File: config.mk
export PLATFORM = sky130hd
export DESIGN_NAME = acc_readout
export DESIGN_NICKNAME = d
export VERILOG_FILES = /design/src/rtl/acc_readout_pkg.sv /design/src/rtl/acc_rne_round.sv /design/src/rtl/acc_frac_path.sv /design/src/rtl/acc_int_path.sv /design/src/rtl/acc_readout.sv
export SDC_FILE = /design/constraint.sdc
export NUM_CORES = 1
export LEC_CHECK = 0
export ABC_AREA = 1
export BUFFER_PORTS_ARGS = -buffer_cell sky130_fd_sc_hd__buf_2
export CAP_MARGIN = 25
export CORE_AREA = 2 2 136 171
export CTS_CLUSTER_DIAMETER = 120
export DETAILED_ROUTE_END_ITERATION = 8
export DIE_AREA = 0 0 138 173
export GPL_TIMING_DRIVEN = 0
export PLACE_DENSITY = 0.6
export SYNTH_ARGS = -nofsm -noshare
export SYNTH_HDL_FRONTEND = slang
export SYNTH_HIERARCHICAL = 1
export SYNTH_SLANG_ARGS = --single-unit
File: constraint.sdc
create_clock -name clk_i -period 2.8 [get_ports clk_i]
set_input_delay 0.7 -clock clk_i [delete_from_list [all_inputs] [get_ports clk_i]]
set_output_delay 0.7 -clock clk_i [all_outputs]
set_load 0.01 [all_outputs]
File: src/rtl/acc_readout_pkg.sv
package acc_readout_pkg;
  typedef enum logic [1:0] {
    FMT_SINT  = 2'd0,
    FMT_UINT  = 2'd1,
    FMT_FRAC  = 2'd2,
    FMT_FRAC2 = 2'd3
  } fmt_e;

  typedef struct packed {
    fmt_e fmt;
    logic rnd;
    logic sat;
    logic narrow;
  } mode_t;
endpackage

File: src/rtl/acc_rne_round.sv
module acc_rne_round #(
  parameter int KEEP_W = 16,
  parameter int REM_W  = 24
) (
  input  logic [KEEP_W-1:0] keep_i,
  input  logic [REM_W-1:0]  rem_i,
  input  logic              en_i,
  output logic [KEEP_W:0]   sum_o
);
  localparam logic [REM_W-1:0] HALF = {1'b1, {(REM_W-1){1'b0}}};

  logic inc;
  always_comb begin
    inc = 1'b0;
    if (en_i) begin
      if (rem_i > HALF)       inc = 1'b1;
      else if (rem_i == HALF) inc = keep_i[0];
    end
    sum_o = {1'b0, keep_i} + {{KEEP_W{1'b0}}, inc};
  end
endmodule

File: src/rtl/acc_frac_path.sv
module acc_frac_path #(
  parameter int ACC_W        = 48,
  parameter int OUT_W        = 32,
  parameter int NARROW_W     = 16,
  parameter int WIDE_SHIFT   = 8,
  parameter int NARROW_SHIFT = 24
) (
  input  logic [ACC_W-1:0] acc_i,
  input  logic             rnd_i,
  input  logic             sat_i,
  input  logic             narrow_i,
  output logic [OUT_W-1:0] res_o
);
  localparam int WIDE_KW = ACC_W - WIDE_SHIFT;
  localparam logic [OUT_W-1:0] WIDE_MAX   = {1'b0, {(OUT_W-1){1'b1}}};
  localparam logic [OUT_W-1:0] NARROW_MAX = {{(OUT_W-NARROW_W+1){1'b0}}, {(NARROW_W-1){1'b1}}};

  logic [WIDE_KW:0]  wide_sum;
  logic [NARROW_W:0] narrow_sum;
  logic              wide_ovf;

  acc_rne_round #(.KEEP_W(WIDE_KW), .REM_W(WIDE_SHIFT)) u_rnd_wide (
    .keep_i (acc_i[ACC_W-1:WIDE_SHIFT]),
    .rem_i  (acc_i[WIDE_SHIFT-1:0]),
    .en_i   (rnd_i),
    .sum_o  (wide_sum)
  );

  // narrow storage always rounds
  acc_rne_round #(.KEEP_W(NARROW_W), .REM_W(NARROW_SHIFT)) u_rnd_narrow (
    .keep_i (acc_i[NARROW_SHIFT+NARROW_W-1:NARROW_SHIFT]),
    .rem_i  (acc_i[NARROW_SHIFT-1:0]),
    .en_i   (1'b1),
    .sum_o  (narrow_sum)
  );

  assign wide_ovf = |wide_sum[WIDE_KW:OUT_W];

  always_comb begin
    if (narrow_i) begin
      if (sat_i && narrow_sum[NARROW_W]) res_o = NARROW_MAX;
      else res_o = {{(OUT_W-NARROW_W){1'b0}}, narrow_sum[NARROW_W-1:0]};
    end else begin
      if (sat_i && wide_ovf) res_o = WIDE_MAX;
      else res_o = wide_sum[OUT_W-1:0];
    end
  end
endmodule

File: src/rtl/acc_int_path.sv
module acc_int_path #(
  parameter int ACC_W = 48,
  parameter int OUT_W = 32
) (
  input  logic [ACC_W-1:0] acc_i,
  input  logic             is_signed_i,
  output logic [OUT_W-1:0] res_o
);
  localparam logic [OUT_W-1:0] S_MAX = {1'b0, {(OUT_W-1){1'b1}}};
  localparam logic [OUT_W-1:0] S_MIN = {1'b1, {(OUT_W-1){1'b0}}};

  logic s_fit, u_fit;
  assign s_fit = (&acc_i[ACC_W-1:OUT_W-1]) | ~(|acc_i[ACC_W-1:OUT_W-1]);
  assign u_fit = ~(|acc_i[ACC_W-1:OUT_W]);

  always_comb begin
    if (is_signed_i) begin
      if (s_fit) res_o = acc_i[OUT_W-1:0];
      else       res_o = acc_i[ACC_W-1] ? S_MIN : S_MAX;
    end else begin
      res_o = u_fit ? acc_i[OUT_W-1:0] : {OUT_W{1'b1}};
    end
  end
endmodule

File: src/rtl/acc_readout.sv
module acc_readout
  import acc_readout_pkg::*;
#(
  parameter int ACC_W = 48,
  parameter int OUT_W = 32
) (
  input  logic             clk_i,
  input  logic             rst_ni,
  input  logic             valid_i,
  input  logic [ACC_W-1:0] acc_i,
  input  logic [1:0]       fmt_i,
  input  logic             round_en_i,
  input  logic             sat_en_i,
  input  logic             narrow_i,
  output logic             valid_o,
  output logic [OUT_W-1:0] result_o
);
  logic             v_q;
  logic [ACC_W-1:0] acc_q;
  mode_t            mode_q;
  logic [OUT_W-1:0] int_res, frac_res, sel_res;

  always_ff @(posedge clk_i or negedge rst_ni) begin
    if (!rst_ni) begin
      v_q    <= 1'b0;
      acc_q  <= '0;
      mode_q <= '{fmt: FMT_SINT, rnd: 1'b0, sat: 1'b0, narrow: 1'b0};
    end else begin
      v_q <= valid_i;
      if (valid_i) begin
        acc_q  <= acc_i;
        mode_q <= '{fmt: fmt_e'(fmt_i), rnd: round_en_i, sat: sat_en_i, narrow: narrow_i};
      end
    end
  end

  acc_int_path #(.ACC_W(ACC_W), .OUT_W(OUT_W)) u_int (
    .acc_i       (acc_q),
    .is_signed_i (mode_q.fmt == FMT_SINT),
    .res_o       (int_res)
  );

  acc_frac_path #(.ACC_W(ACC_W), .OUT_W(OUT_W)) u_frac (
    .acc_i    (acc_q),
    .rnd_i    (mode_q.rnd),
    .sat_i    (mode_q.sat),
    .narrow_i (mode_q.narrow),
    .res_o    (frac_res)
  );

  assign sel_res = mode_q.fmt[1] ? frac_res : int_res;

  always_ff @(posedge clk_i or negedge rst_ni) begin
    if (!rst_ni) begin
      valid_o  <= 1'b0;
      result_o <= '0;
    end else begin
      valid_o <= v_q;
      if (v_q) result_o <= sel_res;
    end
  end

  assert_valid_latency_R1: assert property (@(posedge clk_i) disable iff (!rst_ni)
    valid_o |-> $past(valid_i, 2));

  assert_hold_idle_R2: assert property (@(posedge clk_i) disable iff (!rst_ni)
    !valid_o |-> $stable(result_o));

  assert_sint_pos_clamp_R4: assert property (@(posedge clk_i) disable iff (!rst_ni)
    (valid_o && $past(mode_q.fmt) == FMT_SINT && !$past(acc_q[ACC_W-1])
     && $past(|acc_q[ACC_W-2:OUT_W-1])) |-> result_o == {1'b0, {(OUT_W-1){1'b1}}});

  assert_uint_clamp_R5: assert property (@(posedge clk_i) disable iff (!rst_ni)
    (valid_o && $past(mode_q.fmt) == FMT_UINT && $past(|acc_q[ACC_W-1:OUT_W]))
    |-> result_o == {OUT_W{1'b1}});

  assert_narrow_upper_zero_R6: assert property (@(posedge clk_i) disable iff (!rst_ni)
    (valid_o && $past(mode_q.fmt[1]) && $past(mode_q.narrow)) |-> result_o[OUT_W-1:16] == '0);
endmodule

==> results of run 1 <==
-- final timing paths --
path	depth (start not counted)	slack, ns	startpoint	end
worst max-delay path	20	0.01	acc_q[4]$_DFFE_PN0P_	result_o[7]$_DFFE_PN0P_
worst min-delay path	1	0.30	rst_ni	acc_q[38]$_DFFE_PN0P_
worst max register to register	20	0.01	acc_q[4]$_DFFE_PN0P_	result_o[7]$_DFFE_PN0P_
worst min register to register	0	0.40	v_q$_DFF_PN0_	valid_o$_DFF_PN0_
max in group asynchronous	2	1.85	rst_ni	acc_q[8]$_DFFE_PN0P_
min in group clk_i	0	0.40	v_q$_DFF_PN0_	valid_o$_DFF_PN0_
-- cells by family (layout without fill, tap and decap cells) --
family,count (synthesis),count (layout),share of synthesized area
AOI/OAI and AO/OA,119,119,0.1034
xor gates and xnor gates,38,38,0.04733
adders and majority gates,4,4,0.007118
buffers and inverters,217,345,0.1431
DFF,87,87,0.3096
other,1,1,0.0005333
and+or+nand+nor,638,638,0.3890
-- routing by layer --
metal,global-route usage,part of all wire,vias up
li1,-,-,3593
met1,0.2318,0.44,3147
met2,0.2966,0.46,221
met3,0.03074,0.052,57
met4,0.08759,0.046,0
met5,0,0,-
-- through the flow --
stage | std cells | hold slack, ns | TNS, ns | util
2_1_floorplan | 1104 | 0.3745 | 0 | -
3_3_place_gp | 1475 | 0.3833 | -5.561 | 0.3536
3_5_place_dp | 1476 | 0.3834 | -6.665 | 0.3549
4_1_cts | 1508 | 0.3258 | -0.02178 | 0.3761
5_1_grt | 1515 | 0.3538 | -4.950 | 0.3875
6_report | 1515 | 0.3018 | 0 | 0.3875
-- final cells by class --
| class | count | area [um2] | area share |
|---|---|---|---|
| buffer | 43 | 371.6 | 0.04333 |
| clock buffer | 9 | 225.2 | 0.02626 |
| clock inverter | 7 | 48.80 | 0.005690 |
| inverter | 174 | 655.6 | 0.07645 |
| multi-input combinational | 800 | 4043 | 0.4714 |
| sequential | 87 | 2180 | 0.2542 |
| tap | 283 | 354.1 | 0.04129 |
| timing repair buffer | 112 | 698.2 | 0.08141 |
-- report_power, final --
part,switching (mW),leakage [nW],internal (mW)
Combinational,0.594,3.27,0.422
Clock,0.557,0.136,0.604
Sequential,0.210,1.03,1.39
-- flip-flops by register name (all words and copies together), names as in the netlist --
signal,flops
valid_o,1
v_q,1
acc_q,48
result_o,32
mode_q,5
-- critical path, stage by stage, from the launching register on --
cell and delay [ns]:
sky130_fd_sc_hd__dfrtp_1 0.38, sky130_fd_sc_hd__nor4_2 0.06, sky130_fd_sc_hd__a21oi_1 0.15, sky130_fd_sc_hd__ha_2 0.23, sky130_fd_sc_hd__ha_4 0.18, sky130_fd_sc_hd__nand2_4 0.06, sky130_fd_sc_hd__nor2_4 0.16, sky130_fd_sc_hd__nand3b_4 0.11
sky130_fd_sc_hd__nor2_4 0.16, sky130_fd_sc_hd__nand3b_1 0.12, sky130_fd_sc_hd__nand2_2 0.08, sky130_fd_sc_hd__nor2_1 0.04, sky130_fd_sc_hd__and2_1 0.15, sky130_fd_sc_hd__nand2_2 0.13, sky130_fd_sc_hd__nand2_8 0.12, sky130_fd_sc_hd__buf_8 0.17
sky130_fd_sc_hd__a21oi_2 0.13, sky130_fd_sc_hd__inv_1 0.05, sky130_fd_sc_hd__nand2_1 0.06, sky130_fd_sc_hd__nand3_1 0.10, sky130_fd_sc_hd__nand2_1 0.08
-- cells in the final DEF (no fill, tap or decap), types with 6 or more instances in the layout --
master,netlist,layout
sky130_fd_sc_hd__nand2_1,360,353
sky130_fd_sc_hd__inv_1,171,166
sky130_fd_sc_hd__nor2_1,163,162
sky130_fd_sc_hd__buf_2,17,104
sky130_fd_sc_hd__dfrtp_1,87,85
sky130_fd_sc_hd__o21ai_0,45,45
sky130_fd_sc_hd__nand3_1,53,44
sky130_fd_sc_hd__a21oi_1,28,28
sky130_fd_sc_hd__a21oi_2,35,27
sky130_fd_sc_hd__buf_4,5,26
sky130_fd_sc_hd__xnor2_1,22,22
sky130_fd_sc_hd__nand2_2,13,19
sky130_fd_sc_hd__xor2_1,16,16
sky130_fd_sc_hd__nand4_1,12,12
sky130_fd_sc_hd__o21ai_1,11,11
sky130_fd_sc_hd__clkbuf_16,0,11
sky130_fd_sc_hd__nor2_4,9,11
sky130_fd_sc_hd__nand3_2,3,10
sky130_fd_sc_hd__buf_6,12,9
sky130_fd_sc_hd__a21oi_4,0,8
sky130_fd_sc_hd__inv_2,2,7
sky130_fd_sc_hd__buf_8,5,6
-- repair_timing --
action / 4_1_cts / 5_1_grt
endpoints found under the hold margin: 0 / 0
pin swaps: 8 / 27
resized for setup: 14 / 35
setup endpoints to repair: 32 / 32
gates cloned: 1 / 2
buffers inserted: 15 / 5
==> tab_implementation.tex, run 1 <==
\begin{tabular}{lr}
\hline
Metric & Value \\
\hline
\multicolumn{2}{l}{\textbf{Run status}} \\
\quad Run status & completed \\
\multicolumn{2}{l}{\textbf{Layout}} \\
\quad Post-synthesis to final-layout area growth & 21.96\% \\
\quad Number of nets in the finished design & 1287 \\
\quad Diodes inserted & 0 \\
\quad Filler cell count in the final layout & 2413 \\
\quad Final instance area & 8576 um2 \\
\quad Fraction of final layout cells with drive strength greater than 1 & 0.2200 \\
\multicolumn{2}{l}{\textbf{Die}} \\
\quad Area inside the core boundary & 22130 um2 \\
\quad Horizontal extent of the die & 138 um \\
\quad Die area & 23870 um2 \\
\quad Starting density of the core & 0.3177 \\
\quad Vertical extent of the die & 173 um \\
\quad Std-Cell Rows & 61 \\
\quad I/O pin count & 89 \\
\multicolumn{2}{l}{\textbf{Placed design}} \\
\quad Post-place instance area & 7856 um2 \\
\quad \# port buffers & 88 \\
\quad Global placement routability congestion & 0.9620 \\
\quad HPWL after detailed placement & 16530 um \\
\quad Worst slack at placement & -0.2564 ns \\
\multicolumn{2}{l}{\textbf{Global route}} \\
\quad Overall global routing resource usage & 0.1812 \\
\quad First-pass GRT wire length & 34860 um \\
\quad Number of antenna violations at the first check in global routing & 0 \\
\quad Via count of the first global-routing pass & 6628 \\
\quad Total congestion overflow & 0 \\
\quad Largest net degree at the start of global routing & 51 \\
\multicolumn{2}{l}{\textbf{Detailed routing}} \\
\quad DRC marker count from the first detailed-route iteration & 479 \\
\quad Overall routed net length & 22030 um \\
\quad Remaining DRCs & 0 \\
\quad DR pass1 iterations & 5 \\
\quad Total number of vias & 7018 \\
\quad WL per Instance & 14.54 um \\
\quad Vias per cell & 4.632 \\
\quad Remaining antenna violation count & 0 \\
\multicolumn{2}{l}{\textbf{Timing}} \\
\quad Final hold violation count & 0 \\
\quad Part of the cycle the worst path needs & 0.9964 \\
\quad Worst Tran Pin Value & 0.5427 ns \\
\quad Shortest period the worst path allows & 2.790 ns \\
\quad Final worst setup slack & 0.009977 ns \\
\quad Relative slew margins & 0.6382 \\
\quad Worst Skew & 0.01346 ns \\
\quad Setup repair after global routing missed its margin & true \\
\quad Top achievable clock speed & 358.4 MHz \\
\quad Count of final setup violators & 0 \\
\quad Number of pins exceeding their max-slew limit in the final report & 0 \\
\multicolumn{2}{l}{\textbf{Yosys}} \\
\quad Post-synth ARST share & 1.000 \\
\quad Cell area after synthesis & 7032 um2 \\
\quad Leading register cell type out of synthesis & sky130\_fd\_sc\_hd\_\_dfrtp\_1 \\
\quad Number of enable flip-flop cells after synthesis & 0 \\
\quad Sequential area share after synthesis & 0.3096 \\
\quad Net count after synthesis & 1164 \\
\quad Leading cell types by count after synthesis & sky130\_fd\_sc\_hd\_\_nand2\_1, sky130\_fd\_sc\_hd\_\_inv\_1, sky130\_fd\_sc\_hd\_\_nor2\_1 \\
\quad Count leader, synth & sky130\_fd\_sc\_hd\_\_nand2\_1 \\
\quad Synthesized flop and latch total & 87 \\
\quad Average footprint of a synthesized cell & 6.369 um2 \\
\quad Top cell type's share of synthesized area & 0.3096 \\
\quad Post-synthesis cell type count & 35 \\
\quad Post-synthesis cell count & 1104 \\
\quad Biggest area contributors in the synthesized netlist & sky130\_fd\_sc\_hd\_\_dfrtp\_1, sky130\_fd\_sc\_hd\_\_nand2\_1, sky130\_fd\_sc\_hd\_\_inv\_1 \\
\quad Synthesis warning total & 6 \\
\quad Top cell type by total area after synthesis & sky130\_fd\_sc\_hd\_\_dfrtp\_1 \\
\multicolumn{2}{l}{\textbf{Critical path}} \\
\quad Crit path required time & 3.10 ns \\
\quad Arrival @ worst endpoint & 3.09 ns \\
\quad Critical path launch point type & flip-flop \\
\quad Nature of the critical path endpoint & flip-flop \\
\quad Type of the setup path with the least slack & reg2reg \\
\quad Largest fanout on the critical path & 8 \\
\multicolumn{2}{l}{\textbf{Clock tree}} \\
\quad Sink count of the clock tree & 87 \\
\quad Clock transition at the register clock pins on the worst setup and hold paths after CTS & 0.07 ns \\
\quad Number of buffers inserted during clock tree synthesis & 9 \\
\quad Clk buf depth & 2 \\
\quad Worst skew pair latency & 0.36 ns \\
\quad Root Buffer Master & sky130\_fd\_sc\_hd\_\_clkbuf\_16 \\
\quad Clock tree from TritonCTS & built \\
\quad Hold Buf Count CTS & 0 \\
\quad H-tree levels & 3 \\
\multicolumn{2}{l}{\textbf{Job}} \\
\quad Reported max-cap violation count & 0 \\
\multicolumn{2}{l}{\textbf{Worst hold path}} \\
\quad Hold/Removal Path Class & in2async \\
\multicolumn{2}{l}{\textbf{Pwr}} \\
\quad Total power & 3.775 mW \\
\quad Max rail drop VDD & 0.0002367 V \\
\quad Power per standard cell area & 440.2 nW/um2 \\
\quad Pleak & 4.442 nW \\
\hline
\end{tabular}
Power figures use the tool's default switching activity.
==> run 2, diff against run 1 <==
Settings changed: ABC_AREA 1 to unset, CORE_AREA 2 2 136 171 to 2 2 116 146, DIE_AREA 0 0 138 173 to 0 0 118 148, PLACE_DENSITY 0.6 to 0.61, SYNTH_HIERARCHICAL 1 to unset.
==> tab_implementation.tex, run 2 <==
\begin{tabular}{lr}
\hline
Metric & Value \\
\hline
\multicolumn{2}{l}{\textbf{Run status}} \\
\quad Run status & complete, but fails checks \\
\quad Violations in the final reports & setup timing \\
\multicolumn{2}{l}{\textbf{Placed design}} \\
\quad Global placement routability congestion & 0.9053 \\
\quad Worst slack at placement & -0.7179 ns \\
\quad HPWL after detailed placement & 11470 um \\
\quad Post-place instance area & 5851 um2 \\
\quad \# port buffers & 88 \\
\quad Placed Cells incl. Taps & 835 \\
\multicolumn{2}{l}{\textbf{Yosys}} \\
\quad Average footprint of a synthesized cell & 9.537 um2 \\
\quad Top cell type by total area after synthesis & sky130\_fd\_sc\_hd\_\_dfrtp\_1 \\
\quad Sequential area share after synthesis & 0.4307 \\
\quad Leading cell types by count after synthesis & sky130\_fd\_sc\_hd\_\_dfrtp\_1, sky130\_fd\_sc\_hd\_\_mux2\_2, sky130\_fd\_sc\_hd\_\_nor2\_1 \\
\quad Count leader, synth & sky130\_fd\_sc\_hd\_\_dfrtp\_1 \\
\quad Post-synthesis cell type count & 43 \\
\quad Synthesized flop and latch total & 87 \\
\quad Leading register cell type out of synthesis & sky130\_fd\_sc\_hd\_\_dfrtp\_1 \\
\quad Biggest area contributors in the synthesized netlist & sky130\_fd\_sc\_hd\_\_dfrtp\_1, sky130\_fd\_sc\_hd\_\_mux2\_2, sky130\_fd\_sc\_hd\_\_xnor2\_1 \\
\quad Post-synthesis cell count & 530 \\
\quad Top cell type's share of synthesized area & 0.4307 \\
\quad Cell area after synthesis & 5055 um2 \\
\quad Post-synth ARST share & 1.000 \\
\quad Number of enable flip-flop cells after synthesis & 0 \\
\quad Synthesis warning total & 0 \\
\quad Net count after synthesis & 590 \\
\multicolumn{2}{l}{\textbf{Clock tree}} \\
\quad Clock transition at the register clock pins on the worst setup and hold paths after CTS & 0.07 ns \\
\quad H-tree levels & 3 \\
\quad Worst skew pair latency & 0.35 ns \\
\quad Clock tree from TritonCTS & built \\
\quad Sink count of the clock tree & 87 \\
\quad Clk buf depth & 2 \\
\quad Number of buffers inserted during clock tree synthesis & 9 \\
\quad Root Buffer Master & sky130\_fd\_sc\_hd\_\_clkbuf\_16 \\
\multicolumn{2}{l}{\textbf{Detailed routing}} \\
\quad Remaining DRCs & 0 \\
\quad Overall routed net length & 15500 um \\
\quad Vias per cell & 5.208 \\
\quad WL per Instance & 17.94 um \\
\quad DR pass1 iterations & 5 \\
\quad Total number of vias & 4500 \\
\quad DRC marker count from the first detailed-route iteration & 247 \\
\quad Remaining antenna violation count & 0 \\
\multicolumn{2}{l}{\textbf{Timing}} \\
\quad Relative slew margins & 0.5570 \\
\quad Number of pins exceeding their max-slew limit in the final report & 0 \\
\quad Part of the cycle the worst path needs & 1.084 \\
\quad Final hold violation count & 0 \\
\quad Summed negative setup slack over all endpoints & -4.919 ns \\
\quad Worst Skew & 0.01018 ns \\
\quad Final worst setup slack & -0.2364 ns \\
\quad Worst Tran Pin Value & 0.6646 ns \\
\quad Setup repair after global routing missed its margin & true \\
\quad Hold Worst Slack & 0.3133 ns \\
\quad Shortest period the worst path allows & 3.036 ns \\
\quad Count of final setup violators & 32 \\
\quad Top achievable clock speed & 329.3 MHz \\
\multicolumn{2}{l}{\textbf{Layout}} \\
\quad FF/Latch Area & 2183 um2 \\
\quad Multi-input logic area & 2803 um2 \\
\quad Number of nets in the finished design & 703 \\
\quad Commonest non-fill, non-tap cell in the layout & sky130\_fd\_sc\_hd\_\_buf\_2 \\
\quad Post-synthesis to final-layout area growth & 27.97\% \\
\quad Flip-flop count of the largest register after layout & 48 \\
\quad Diodes inserted & 0 \\
\quad Final Util & 0.4025 \\
\quad Top register by number of flip-flops & acc\_q \\
\quad Most frequent cells in the layout & sky130\_fd\_sc\_hd\_\_buf\_2, sky130\_fd\_sc\_hd\_\_dfrtp\_1, sky130\_fd\_sc\_hd\_\_mux2\_2 \\
\quad Filler cell count in the final layout & 1650 \\
\quad Top flop regs & acc\_q x48, result\_o x32, mode\_q x5 \\
\quad Final instance area & 6469 um2 \\
\quad Fraction of final layout cells with drive strength greater than 1 & 0.3488 \\
\quad Non-Filler Instances & 864 \\
\multicolumn{2}{l}{\textbf{Job}} \\
\quad Reported max-cap violation count & 0 \\
\multicolumn{2}{l}{\textbf{Die}} \\
\quad Horizontal extent of the die & 118 um \\
\quad Die area & 17460 um2 \\
\quad Vertical extent of the die & 148 um \\
\quad Area inside the core boundary & 16070 um2 \\
\quad Starting density of the core & 0.3145 \\
\quad Std-Cell Rows & 52 \\
\quad I/O pin count & 89 \\
\multicolumn{2}{l}{\textbf{Critical path}} \\
\quad Nature of the critical path endpoint & flip-flop \\
\quad Slowest stage delay, CP & 0.39 ns \\
\quad Critical path launch point type & flip-flop \\
\quad Crit path required time & 3.03 ns \\
\quad Cell with the most instances on the worst path & sky130\_fd\_sc\_hd\_\_nand4\_1 \\
\quad Largest fanout on the critical path & 5 \\
\quad Type of the setup path with the least slack & reg2reg \\
\quad Slowest CP cell & sky130\_fd\_sc\_hd\_\_dfrtp\_1 \\
\quad Cell Chain, Critical Path & nor4\_2, nand2\_1, and3\_1, ha\_2, ha\_1, nand4\_1, nor2\_4, nand4\_1, mux2i\_2, o41ai\_4, buf\_6, clkbuf\_16, nand3\_1, a221o\_1 \\
\quad Arrival @ worst endpoint & 3.27 ns \\
\multicolumn{2}{l}{\textbf{Global route}} \\
\quad Largest net degree at the start of global routing & 53 \\
\quad Total congestion overflow & 0 \\
\quad Via count of the first global-routing pass & 4526 \\
\quad First-pass GRT wire length & 24790 um \\
\quad Number of antenna violations at the first check in global routing & 0 \\
\quad Overall global routing resource usage & 0.1809 \\
\multicolumn{2}{l}{\textbf{Pwr}} \\
\quad Pleak & 2.689 nW \\
\quad Max rail drop VDD & 0.0002649 V \\
\quad Total power & 3.743 mW \\
\quad Power per standard cell area & 578.6 nW/um2 \\
\multicolumn{2}{l}{\textbf{Worst hold path}} \\
\quad Hold/Removal Path Class & in2async \\
\hline
\end{tabular}
==> run 2: cell count changes in the layout (fill, tap and decap cells not counted), moves of 12 or more <==
cell,delta
sky130_fd_sc_hd__a211o_1,+14
sky130_fd_sc_hd__a21oi_1,-12
sky130_fd_sc_hd__a21oi_2,-21
sky130_fd_sc_hd__buf_2,-13
sky130_fd_sc_hd__clkbuf_1,+26
sky130_fd_sc_hd__inv_1,-157
sky130_fd_sc_hd__mux2_2,+47
sky130_fd_sc_hd__nand2_1,-319
sky130_fd_sc_hd__nand2_2,-18
sky130_fd_sc_hd__nand3_1,-21
sky130_fd_sc_hd__nor2_1,-120
==> run 2: final timing paths <==
path / from / end / slack [ns] / depth (start not counted)
worst max register to register: acc_q[0]$_DFFE_PN0P_ / result_o[10]$_DFFE_PN0P_ / -0.24 / 14
min in group clk_i: v_q$_DFF_PN0_ / valid_o$_DFF_PN0_ / 0.43 / 0
worst max-delay path: acc_q[0]$_DFFE_PN0P_ / result_o[10]$_DFFE_PN0P_ / -0.24 / 14
worst min register to register: v_q$_DFF_PN0_ / valid_o$_DFF_PN0_ / 0.43 / 0
worst min-delay path: rst_ni / acc_q[10]$_DFFE_PN0P_ / 0.31 / 1
max in group asynchronous: rst_ni / acc_q[31]$_DFFE_PN0P_ / 1.86 / 2
==> run 2: final cells by class <==
class	instances	area share
Buffer	44	0.03269
Clock buffer	10	0.03540
Clock inverter	6	0.01315
Inverter	9	0.005222
Multi-Input combinational cell	382	0.4333
Sequential cell	87	0.3375
Tap cell	216	0.04178
Timing Repair Buffer	110	0.1010
==> run 2: routing by layer <==
layer	share of wire	global-route usage	routed length [um]	vias up
met3	0.044	0.03511	681	26
met4	0.020	0.05783	308	0
met5	0	0	0	-
met1	0.43	0.2207	6633	2206
li1	-	-	-	2139
met2	0.51	0.3209	7877	129
==> run 2: worst max-delay path, delay by kind of cell, from the launching register on <==
family | cells | cell delay [ns]
buffers and inverters | 2 | 0.34
flip-flops | 1 | 0.39
multiplexers | 1 | 0.11
adder cells (fa/ha/maj) | 2 | 0.40
AO/OA/AOI/OAI | 2 | 0.69
AND/OR/NAND/NOR | 7 | 0.99
==> run 2: cells by family after synthesis <==
group	synth area share
muxes	0.1126
adders and majority gates	0.009901
AOI/OAI and AO/OA	0.1522
and+or+nand+nor	0.1671
DFF	0.4307
buffers and inverters	0.04950
xor gates and xnor gates	0.07797
==> run 2: timing repair <==
action / in CTS / in global routing
gates cloned: 1 / 1
hold buffers: 0 / 0
resized for setup: 30 / 22
buffers inserted: 18 / 4
pin swaps: 12 / 1
endpoints found under the setup margin: 32 / 32
==> run 2: power breakdown <==
part | internal (mW) | switching [mW]
Clock | 0.779 | 0.508
Sequential | 1.42 | 0.167
Combinational | 0.400 | 0.470
Total | 2.60 | 1.15
